$ cat src/rtl/adc_rd_pkg.sv
package adc_rd_pkg;
  parameter int WORD_W     = 24;
  parameter int NCH        = 8;
  parameter int OP_W       = 8;
  parameter logic [OP_W-1:0] RD_OPCODE = 8'h12;
  parameter int DATA_BITS  = (NCH + 1) * WORD_W;
  parameter int FRAME_BITS = OP_W + DATA_BITS;
  parameter int BIDX_W     = $clog2(FRAME_BITS);

  typedef enum logic [2:0] {
    ST_IDLE,
    ST_GUARD,
    ST_SETUP,
    ST_SHIFT,
    ST_HOLD
  } rd_state_t;
endpackage

$ cat src/rtl/adc_rd_drdy_edge.sv
module adc_rd_drdy_edge #(
  parameter int SYNC_STAGES = 2
) (
  input  logic clk,
  input  logic rst,
  input  logic drdy_n,
  output logic fall
);
  logic [SYNC_STAGES-1:0] sync_q;
  logic                   last_q;

  always_ff @(posedge clk) begin
    if (rst) begin
      sync_q <= '1;
      last_q <= 1'b1;
    end else begin
      sync_q <= {sync_q[SYNC_STAGES-2:0], drdy_n};
      last_q <= sync_q[SYNC_STAGES-1];
    end
  end

  assign fall = last_q & ~sync_q[SYNC_STAGES-1];
endmodule

$ cat src/rtl/adc_rd_seq.sv
module adc_rd_seq
  import adc_rd_pkg::*;
#(
  parameter int HALF_DIV  = 16,
  parameter int GUARD_CYC = 750
) (
  input  logic clk,
  input  logic rst,
  input  logic en,
  input  logic fall,
  output logic sclk,
  output logic mosi,
  output logic cs_n,
  output logic smp,
  output logic fin,
  output logic overrun
);
  localparam int CMAX  = (GUARD_CYC > HALF_DIV) ? GUARD_CYC : HALF_DIV;
  localparam int CNT_W = $clog2(CMAX + 1);
  localparam logic [CNT_W-1:0] HALF_LAST  = CNT_W'(HALF_DIV - 1);
  localparam logic [CNT_W-1:0] GUARD_LAST = CNT_W'(GUARD_CYC - 1);
  localparam logic [BIDX_W-1:0] BIT_LAST  = BIDX_W'(FRAME_BITS - 1);

  rd_state_t         st_q;
  logic [CNT_W-1:0]  cnt_q;
  logic [BIDX_W-1:0] bidx_q;
  logic [OP_W-1:0]   op_q;
  logic              half_done;

  assign half_done = (cnt_q == HALF_LAST);
  assign smp = (st_q == ST_SHIFT) && half_done && sclk;
  assign fin = (st_q == ST_HOLD) && half_done;

  always_ff @(posedge clk) begin
    if (rst) begin
      st_q    <= ST_IDLE;
      cnt_q   <= '0;
      bidx_q  <= '0;
      op_q    <= '0;
      sclk    <= 1'b0;
      mosi    <= 1'b0;
      cs_n    <= 1'b1;
      overrun <= 1'b0;
    end else begin
      if (fall && en && st_q != ST_IDLE) overrun <= 1'b1;
      case (st_q)
        ST_IDLE: begin
          cnt_q <= '0;
          if (fall && en) st_q <= ST_GUARD;
        end
        ST_GUARD: begin
          if (cnt_q == GUARD_LAST) begin
            cnt_q <= '0;
            cs_n  <= 1'b0;
            st_q  <= ST_SETUP;
          end else begin
            cnt_q <= cnt_q + 1'b1;
          end
        end
        ST_SETUP: begin
          if (half_done) begin
            cnt_q  <= '0;
            sclk   <= 1'b1;
            mosi   <= RD_OPCODE[OP_W-1];
            op_q   <= RD_OPCODE << 1;
            bidx_q <= '0;
            st_q   <= ST_SHIFT;
          end else begin
            cnt_q <= cnt_q + 1'b1;
          end
        end
        ST_SHIFT: begin
          if (half_done) begin
            cnt_q <= '0;
            if (sclk) begin
              sclk <= 1'b0;
              if (bidx_q == BIT_LAST) st_q <= ST_HOLD;
              else                    bidx_q <= bidx_q + 1'b1;
            end else begin
              sclk <= 1'b1;
              mosi <= op_q[OP_W-1];
              op_q <= op_q << 1;
            end
          end else begin
            cnt_q <= cnt_q + 1'b1;
          end
        end
        ST_HOLD: begin
          if (half_done) begin
            cnt_q <= '0;
            cs_n  <= 1'b1;
            mosi  <= 1'b0;
            st_q  <= ST_IDLE;
          end else begin
            cnt_q <= cnt_q + 1'b1;
          end
        end
        default: st_q <= ST_IDLE;
      endcase
    end
  end
endmodule

$ cat src/rtl/adc_rd_capture.sv
module adc_rd_capture
  import adc_rd_pkg::*;
(
  input  logic                    clk,
  input  logic                    rst,
  input  logic                    smp,
  input  logic                    miso,
  input  logic                    fin,
  output logic [WORD_W-1:0]       status_word,
  output logic [NCH*WORD_W-1:0]   ch_data,
  output logic                    frame_valid
);
  logic [DATA_BITS-1:0] sh_q;

  always_ff @(posedge clk) begin
    if (rst) begin
      sh_q        <= '0;
      status_word <= '0;
      ch_data     <= '0;
      frame_valid <= 1'b0;
    end else begin
      frame_valid <= fin;
      if (smp) sh_q <= {sh_q[DATA_BITS-2:0], miso};
      if (fin) begin
        status_word <= sh_q[DATA_BITS-1 -: WORD_W];
        for (int i = 0; i < NCH; i++)
          ch_data[i*WORD_W +: WORD_W] <= sh_q[(NCH-1-i)*WORD_W +: WORD_W];
      end
    end
  end
endmodule

$ cat src/rtl/adc_frame_reader.sv
module adc_frame_reader
  import adc_rd_pkg::*;
#(
  parameter int HALF_DIV    = 16,
  parameter int GUARD_CYC   = 750,
  parameter int SYNC_STAGES = 2
) (
  input  logic                  clk,
  input  logic                  rst,
  input  logic                  en,
  input  logic                  drdy_n,
  input  logic                  miso,
  output logic                  sclk,
  output logic                  mosi,
  output logic                  cs_n,
  output logic [WORD_W-1:0]     status_word,
  output logic [NCH*WORD_W-1:0] ch_data,
  output logic                  frame_valid,
  output logic                  overrun
);
  logic fall, smp, fin;

  adc_rd_drdy_edge #(.SYNC_STAGES(SYNC_STAGES)) i_edge (
    .clk(clk), .rst(rst), .drdy_n(drdy_n), .fall(fall)
  );

  adc_rd_seq #(.HALF_DIV(HALF_DIV), .GUARD_CYC(GUARD_CYC)) i_seq (
    .clk(clk), .rst(rst), .en(en), .fall(fall),
    .sclk(sclk), .mosi(mosi), .cs_n(cs_n),
    .smp(smp), .fin(fin), .overrun(overrun)
  );

  adc_rd_capture i_cap (
    .clk(clk), .rst(rst), .smp(smp), .miso(miso), .fin(fin),
    .status_word(status_word), .ch_data(ch_data), .frame_valid(frame_valid)
  );
endmodule

$ cat config.mk
export PLATFORM = sky130hd
export DESIGN_NAME = adc_frame_reader
export DESIGN_NICKNAME = d
export VERILOG_FILES = /design/src/rtl/adc_rd_pkg.sv /design/src/rtl/adc_rd_drdy_edge.sv /design/src/rtl/adc_rd_seq.sv /design/src/rtl/adc_rd_capture.sv /design/src/rtl/adc_frame_reader.sv
export SDC_FILE = /design/constraint.sdc
export NUM_CORES = 1
export LEC_CHECK = 0
export BUFFER_PORTS_ARGS = -buffer_cell sky130_fd_sc_hd__buf_2
export CORE_MARGIN = 2
export CORE_UTILIZATION = 55
export CTS_CLUSTER_DIAMETER = 50
export DETAILED_ROUTE_END_ITERATION = 10
export PLACE_DENSITY_LB_ADDON = 0.15
export SLEW_MARGIN = 20
export SYNTH_ARGS = -nofsm -noshare
export SYNTH_HDL_FRONTEND = slang
export SYNTH_SLANG_ARGS = --single-unit
$ cat constraint.sdc
create_clock -name clk -period 3.2 [get_ports clk]
set_clock_uncertainty 0.1 [all_clocks]
set_input_delay 0.16 -clock clk [delete_from_list [all_inputs] [get_ports clk]]
set_output_delay 0.16 -clock clk [all_outputs]
set_load 0.05 [all_outputs]
==> results.rst, run 1 <==
.. list-table::
   :header-rows: 1

   * - Metric
     - Value
   * - Syn Inst Count
     - 2101
   * - Core Box Area
     - 29560 µm²
   * - Share of final-layout standard cells stronger than drive strength 1
     - 14.70%
   * - Portion of total power attributed to sequential cells
     - 52.0%
   * - Die outline height
     - 176.8 µm
   * - Post-Syn Nets
     - 2109
   * - I/O pin count
     - 226
   * - Clock tree root buffer cell
     - sky130_fd_sc_hd__clkbuf_16
   * - Run status
     - complete, no violations
   * - Number of synthesized register bits
     - 467
   * - Antenna Violating Nets Remaining
     - 0
   * - Reg-to-reg startpoint
     - i_seq.cnt_q[0]
   * - Number of antenna violations at the first check in global routing
     - 0
   * - Clock sink count
     - 467
   * - Internal Power
     - 8.899 mW
   * - Required time at the worst-slack endpoint
     - 3550 ps
   * - Portion of total power attributed to combinational logic
     - 1.0%
   * - Fill cell count
     - 2549
   * - Filler-free cell count of the finished design
     - 2676
   * - Cell depth of the worst hold path
     - 3
   * - Register area
     - 9349 µm²
   * - Insertion delay to the later sink of the worst-skew pair
     - 540 ps
   * - DRC violation count after routing
     - 0
   * - Number of distinct standard cells referenced by the synthesized netlist
     - 45
   * - End of the worst register-to-register path
     - i_cap.ch_data[172]
   * - Number of I/O port buffers
     - 225
   * - CTS Hold Bufs
     - 3
   * - Startpoint kind of the worst setup timing path
     - flip-flop
   * - RD Place Congestion
     - 0.8106
   * - Share of power burned in the clock network
     - 47.0%
   * - Count of endpoints failing hold in the final timing report
     - 0
   * - GR Util All Layers
     - 22.92%
   * - Setup repair after global routing missed its margin
     - no
   * - Die width
     - 176.8 µm
   * - Count of nets after finishing
     - 2256
   * - Data arrival time of the critical path
     - 2940 ps
   * - Slew Limit Headroom
     - 46.90%
   * - R2R cell count
     - 8
   * - TritonCTS clock tree
     - built
   * - Critical hold path startpoint
     - drdy_n
   * - Most common library cell in the layout ignoring fill and taps
     - sky130_fd_sc_hd__nand2_1
   * - Net switching fraction of the power
     - 20.42%
   * - Nature of the critical path endpoint
     - flip-flop
   * - Hold crit path type
     - primary input to flip-flop
   * - Wire length of the first global-routing pass
     - 60590 µm
   * - Number of setup buffers added after CTS
     - 0
   * - DR WL/cell
     - 13.74 µm
   * - Average cell area after synthesis
     - 7.819 µm²
   * - Max Transition Viols Final
     - 0
   * - Lkg Pwr
     - 7.079 nW
   * - Maximum root-to-sink buffer count
     - 3
   * - Minimum clock period
     - 2591 ps
   * - Sum of net half-perimeters after detailed placement
     - 22410 µm
   * - Effective utilization at floorplan
     - 55.58%
   * - Summed instance area of the synthesized netlist
     - 16430 µm²
   * - Max Fanout on Critical Path
     - 41
   * - Setup slack of the worst register-to-register path
     - 610 ps
   * - Setup violators final
     - 0
   * - DRC violation total after the first TritonRoute iteration
     - 1002
   * - Area of all placed cells without fillers
     - 19340 µm²
   * - Final-layout setup total negative slack
     - 0 ps
   * - Post-synthesis sequential area ratio
     - 56.91%
   * - Total global routing overflow
     - 0
   * - Kind of critical path
     - flip-flop to flip-flop
   * - Synthesis warning total
     - 0
   * - Number of enable flip-flop cells after synthesis
     - 0
   * - Worst-Margin Slew
     - 796.5 ps
   * - Via density
     - 5.201
   * - Multi-input combinational cell area
     - 6445 µm²
   * - Sink of the worst hold path
     - i_edge.sync_q[0]
   * - Final critical-path share of the clock period
     - 80.97%
   * - Reg clk slew, reported paths
     - 60 ps
   * - Placed Area
     - 17770 µm²
   * - # resized after CTS
     - 0
   * - FP Rows
     - 63
   * - Post-detailed-routing wire length
     - 36770 µm
   * - Cell count after placement
     - 2585
   * - Synth Flop Type
     - sky130_fd_sc_hd__dfxtp_1
   * - Fraction of synthesis flops using an asynchronous set or reset pin
     - 0%
   * - Drt first pass iters
     - 7
   * - Peak ir drop on the vdd network
     - 0.4308 mV
   * - Number of max-cap violations
     - 0
   * - Max H-tree Level
     - 2
   * - Maximum number of pins on one net before global-route repair
     - 192
   * - Area growth from synthesis to layout
     - 17.75%
   * - Maximum operating frequency
     - 0.3860 GHz
   * - PwrDens
     - 578.1 nW/µm²
   * - Cts bufs inserted
     - 46
   * - Via count of the first global-routing pass
     - 12920
   * - Final hold slack
     - 271.2 ps
   * - Antenna diode count
     - 0
   * - Vias post-DR
     - 13920
   * - Die Footprint
     - 31270 µm²
   * - Net load switching power
     - 2.283 mW
   * - Most used cells in the layout excluding fill and tap cells
     - sky130_fd_sc_hd__nand2_1 (893), sky130_fd_sc_hd__dfxtp_1 (467), sky130_fd_sc_hd__a21oi_1 (446), sky130_fd_sc_hd__buf_2 (224), sky130_fd_sc_hd__clkbuf_16 (49)
metal layers:
metal  up-vias  wire length (µm)  global-route usage (%)
met5         -                 0                       0
met4         0               848                   6.818
met3        72              2073                   3.973
met2       358             16580                   37.30
met1      6396             17260                   31.29
li1       7092                 -                       -
layout make-up:
class | count | share of cell area (%)
Tap cell | 390 | 2.523
Timing Repair Buffer | 254 | 7.930
Clock inverter | 14 | 0.4269
Clock buffer | 72 | 7.354
Multi-Input combinational cell | 1473 | 33.32
Inverter | 6 | 0.1164
Sequential cell | 467 | 48.33
synthesized netlist by cell type (3+ instances only):
| master | instances | area [µm²] |
|---|---|---|
| sky130_fd_sc_hd__and2_1 | 3 | 18.77 |
| sky130_fd_sc_hd__and3_1 | 6 | 37.54 |
| sky130_fd_sc_hd__nand2b_1 | 4 | 25.02 |
| sky130_fd_sc_hd__nand3_1 | 12 | 60.06 |
| sky130_fd_sc_hd__inv_1 | 6 | 22.52 |
| sky130_fd_sc_hd__or3_1 | 4 | 25.02 |
| sky130_fd_sc_hd__a31oi_1 | 6 | 37.54 |
| sky130_fd_sc_hd__buf_2 | 33 | 165.2 |
| sky130_fd_sc_hd__nand2_1 | 895 | 3359 |
| sky130_fd_sc_hd__nor2b_1 | 8 | 50.05 |
| sky130_fd_sc_hd__clkbuf_1 | 120 | 450.4 |
| sky130_fd_sc_hd__ha_1 | 3 | 37.54 |
| sky130_fd_sc_hd__or4_1 | 3 | 22.52 |
| sky130_fd_sc_hd__a22oi_1 | 3 | 22.52 |
| sky130_fd_sc_hd__nor3_1 | 6 | 30.03 |
| sky130_fd_sc_hd__nand3b_1 | 4 | 30.03 |
| sky130_fd_sc_hd__or2_2 | 3 | 18.77 |
| sky130_fd_sc_hd__o31ai_1 | 5 | 37.54 |
| sky130_fd_sc_hd__a21oi_1 | 446 | 2232 |
| sky130_fd_sc_hd__nor2_1 | 24 | 90.09 |
| sky130_fd_sc_hd__dfxtp_1 | 467 | 9349 |
| sky130_fd_sc_hd__o21ai_0 | 12 | 60.06 |
worst max path at each step:
stage,endpoint,slack [ps],from,cells past startpoint
after global routing,i_cap.ch_data[172],380,i_seq.cnt_q[0],8
after detailed placement,i_cap.ch_data[171],630,i_seq.cnt_q[0],8
after global placement,i_cap.ch_data[176],720,i_seq.cnt_q[0],8
after floorplan,i_seq.bidx_q[1],950,i_seq.cnt_q[4],7
final,i_cap.ch_data[172],610,i_seq.cnt_q[0],8
after CTS,i_cap.ch_data[172],570,i_seq.cnt_q[0],8
state kept, by name, summed over array words and instances, names as in the netlist:
name	flops
i_cap.sh_q	216
i_cap.ch_data	192
i_cap.status_word	24
i_seq.cnt_q	10
i_seq.bidx_q	8
i_seq.op_q	6
i_seq.st_q	3
i_edge.sync_q	2
i_cap.frame_valid	1
i_edge.last_q	1
i_seq.cs_n	1
i_seq.mosi	1
i_seq.overrun	1
i_seq.sclk	1
worst max-delay path, stage by stage, from the launching register on:
cell	delay, ps
sky130_fd_sc_hd__dfxtp_1	400
sky130_fd_sc_hd__ha_1	250
sky130_fd_sc_hd__nand4b_1	200
sky130_fd_sc_hd__nor4_1	280
sky130_fd_sc_hd__buf_4	190
sky130_fd_sc_hd__and2_4	500
sky130_fd_sc_hd__buf_4	330
sky130_fd_sc_hd__nand2_1	80
sky130_fd_sc_hd__a21oi_1	180
per-stage QoR:
stage                     setup WS, ps  power [mW]  utilization (%)
after global placement           715.9       6.053            60.12
after detailed placement         629.9       6.053            60.12
after floorplan                  948.2       6.030                -
after global routing             376.9       11.51            65.44
final                            609.1       11.18            65.44
after CTS                        572.1       11.27            65.31
power by group through the flow:
stage                     Clock [mW]  Combinational (mW)  Sequential [mW]
after CTS                       5.35               0.110             5.82
final                           5.25               0.116             5.82
after detailed placement           0               0.108             5.95
after floorplan                    0              0.0843             5.95
after global placement             0               0.108             5.95
after global routing            5.58               0.126             5.81
kinds of logic (layout without fill, tap and decap cells):
group | Yosys count | after routing | synth area share, %
simple gates | 984 | 984 | 23.62
flops | 467 | 467 | 56.91
xor+xnor | 2 | 2 | 0.1066
compound gates | 482 | 482 | 15.03
buf+inv | 161 | 346 | 3.983
fa+ha+maj | 3 | 3 | 0.2285
mux | 2 | 2 | 0.1219
No activity file was read; power rests on OpenSTA's default activity.
==> run 2, diff against run 1 <==
Clock period 3.2 ns to 2.69 ns, I/O delays scaled along.
==> run 2 against run 1 <==
  * Total power is 19% higher
  * Critical path depth is 2 lower
  * Largest cell class unchanged
  * Highest routed layer unchanged
  * Critical path type unchanged
  * Sequential power is 19% higher
==> results.rst, run 2 (synthesis gave the netlist of run 1 again) <==
.. list-table::
   :header-rows: 1

   * - Metric
     - Value
   * - Run status
     - complete, no violations
   * - Met2 layer usage reported by global route
     - 37.58% (+0.28 points)
   * - Maximum root-to-sink buffer count
     - 3 (unchanged)
   * - Count of nets after finishing
     - 2260 (+0.18%)
   * - FP Rows
     - 63 (unchanged)
   * - GR Util All Layers
     - 23.10% (+0.18 points)
   * - Data arrival time of the critical path
     - 2820 ps (-120 ps)
   * - Maximum number of pins on one net before global-route repair
     - 185 (-3.6%)
   * - Placed Area
     - 17800 µm² (+0.17%)
   * - Via count of the first global-routing pass
     - 12890 (-0.20%)
   * - Max Transition Viols Final
     - 0 (unchanged)
   * - Antenna diode count
     - 0 (unchanged)
   * - PwrDens
     - 684.6 nW/µm² (+18%)
   * - DRC violation count after routing
     - 0 (unchanged)
   * - Via density
     - 5.207 (+0.12%)
   * - Max H-tree Level
     - 2 (unchanged)
   * - Kind of critical path
     - flip-flop to flip-flop
   * - Insertion delay to the later sink of the worst-skew pair
     - 530 ps (about the same)
   * - Core Box Area
     - 29560 µm² (unchanged)
   * - Placement Setup Slack
     - 229.1 ps (-400.8 ps)
   * - Register containing the most flip-flops in the final layout
     - i_cap.sh_q
   * - Sum of net half-perimeters after detailed placement
     - 22000 µm (-1.8%)
   * - Antenna Violating Nets Remaining
     - 0 (unchanged)
   * - Maximum operating frequency
     - 0.4055 GHz (+5.1%)
   * - Most common library cell in the layout ignoring fill and taps
     - sky130_fd_sc_hd__nand2_1
   * - Nature of the critical path endpoint
     - flip-flop
   * - Lkg Pwr
     - 7.089 nW (+0.13%)
   * - TritonCTS clock tree
     - built
   * - Total global routing overflow
     - 0 (unchanged)
   * - Hold crit path type
     - primary input to flip-flop
   * - Reg clk slew, reported paths
     - 60 ps (about the same)
   * - Effective utilization at floorplan
     - 55.58% (unchanged)
   * - Clock sink count
     - 467 (unchanged)
   * - Startpoint kind of the worst setup timing path
     - flip-flop
   * - Max FFs per register
     - 216 (unchanged)
   * - Slew Limit Headroom
     - 47.10% (+0.20 points)
   * - Area of all placed cells without fillers
     - 19370 µm² (+0.16%)
   * - Setup slack of the worst register-to-register path
     - 220 ps (-390 ps)
   * - Number of max-cap violations
     - 0 (unchanged)
   * - Die width
     - 176.8 µm (unchanged)
   * - Count of endpoints failing hold in the final timing report
     - 0 (unchanged)
   * - Met1 demand-to-capacity share in global routing
     - 32.13% (+0.84 points)
   * - Slowest cell on the critical path
     - sky130_fd_sc_hd__or4_1
   * - DRC violation total after the first TritonRoute iteration
     - 917 (-8.5%)
   * - Wire length of the first global-routing pass
     - 61360 µm (+1.3%)
   * - Crit-path max cell delay
     - 640 ps (+140 ps)
   * - RD Place Congestion
     - 0.8434 (+4.0%)
   * - Minimum clock period
     - 2466 ps (-124.7 ps)
   * - Required time at the worst-slack endpoint
     - 3040 ps (-510 ps)
   * - Fraction of met3 tracks used by global routing
     - 3.716% (-0.26 points)
   * - Final-layout setup total negative slack
     - 0 ps (unchanged)
   * - Post-detailed-routing wire length
     - 37030 µm (+0.72%)
   * - Number of I/O port buffers
     - 225 (unchanged)
   * - I/O pin count
     - 226 (unchanged)
   * - R2R cell count
     - 6 (-2)
   * - Setup violators final
     - 0 (unchanged)
   * - Drt first pass iters
     - 5 (-2)
   * - Vias post-DR
     - 13940 (+0.12%)
   * - Biggest regs
     - i_cap.sh_q (216), i_cap.ch_data (192), i_cap.status_word (24)
   * - Setup repair after global routing missed its margin
     - no
   * - Worst-Margin Slew
     - 793.5 ps (-2.999 ps)
   * - Final critical-path share of the clock period
     - 91.68% (+11 points)
   * - Area growth from synthesis to layout
     - 17.93%
   * - Max Fanout on Critical Path
     - 7 (-83%)
   * - Most used cells in the layout excluding fill and tap cells
     - sky130_fd_sc_hd__nand2_1 (893), sky130_fd_sc_hd__dfxtp_1 (467), sky130_fd_sc_hd__a21oi_1 (446), sky130_fd_sc_hd__buf_2 (224), sky130_fd_sc_hd__clkbuf_16 (47)
   * - Clock tree root buffer cell
     - sky130_fd_sc_hd__clkbuf_16
   * - Die Footprint
     - 31270 µm² (unchanged)
   * - Final design utilization
     - 65.54% (+0.10 points)
   * - Cts bufs inserted
     - 46 (unchanged)
   * - Cell depth of the worst hold path
     - 3 (unchanged)
   * - Peak ir drop on the vdd network
     - 0.3824 mV (-11%)
   * - Series of cell instances along the critical path
     - ha_1, nand4b_1, or4_1, nor3_1, nand2_1, a21oi_1
   * - Number of antenna violations at the first check in global routing
     - 0 (unchanged)
   * - Share of final-layout standard cells stronger than drive strength 1
     - 14.61% (-0.087 points)
   * - Die outline height
     - 176.8 µm (unchanged)
   * - DR WL/cell
     - 13.84 µm (+0.72%)
   * - Final worst-path setup slack
     - 223.8 ps (-385.3 ps)
   * - GRT Max-Usage Layer
     - met2
## run 2: cell types whose count changed in the layout (fill, tap and decap cells not counted), sizes merged
cell | previous run | this run
inv | 7 | 8
clkinv | 12 | 5
clkbuf | 72 | 74
buf | 250 | 254
clkinvlp | 1 | 0
bufinv | 0 | 1
## run 2: per-layer routing
metal | vias up | wire, µm
li1 | 7111 | -
met1 | 6435 | 17610
met2 | 343 | 16860
met3 | 46 | 1909
met4 | 0 | 647
met5 | - | 0
## run 2: area by class of cell
type                    count  area [µm²]
clock buffers              74        1408
clock inverters             8       72.57
fillers                  2568       10190
inverters                   6       22.52
multi-input cells        1473        6445
flip-flops and latches    467        9349
well taps                 390       488.0
repair buffers            258        1589
## run 2: final timing paths
kind / startpoint / end
hold / removal: drdy_n / i_edge.sync_q[0]
hold reg to reg: i_edge.sync_q[0] / i_edge.sync_q[1]
setup reg to reg: i_seq.cnt_q[0] / i_seq.op_q[6]
setup / recovery: i_seq.cnt_q[0] / i_seq.op_q[6]
## run 2: repair_timing
action / CTS / global route
resized for setup: 0 / 1
hold endpoints to repair: 77 / 0
endpoints found under the setup margin: 0 / 15
setup buffers: 0 / 6
hold buffers: 4 / 0
## run 2: power breakdown
| group | leakage (nW) | switching (mW) | internal [mW] | total, mW |
|---|---|---|---|---|
| Clock | 0.732 | 2.54 | 3.67 | 6.21 |
| Combinational | 2.60 | 0.113 | 0.0211 | 0.134 |
| Sequential | 3.76 | 0.00161 | 6.92 | 6.92 |
| Total | 7.09 | 2.66 | 10.6 | 13.3 |
## run 2: metrics by stage
step | hold WS (ps) | cells | power, mW
3_3_place_gp | 220.2 | 2584 | 7.201
6_report | 236.5 | 2676 | 13.26
4_1_cts | 216.8 | 2670 | 13.37
3_5_place_dp | 227.4 | 2584 | 7.201
5_1_grt | 237.0 | 2676 | 13.69
2_1_floorplan | 138.3 | 2101 | 7.174
## run 2: critical path, delay by kind of cell, from the launching register on
kind / cells / cell delay (ps)
fa+ha+maj: 1 / 250
flops: 1 / 410
compound gates: 1 / 150
simple gates: 4 / 1480
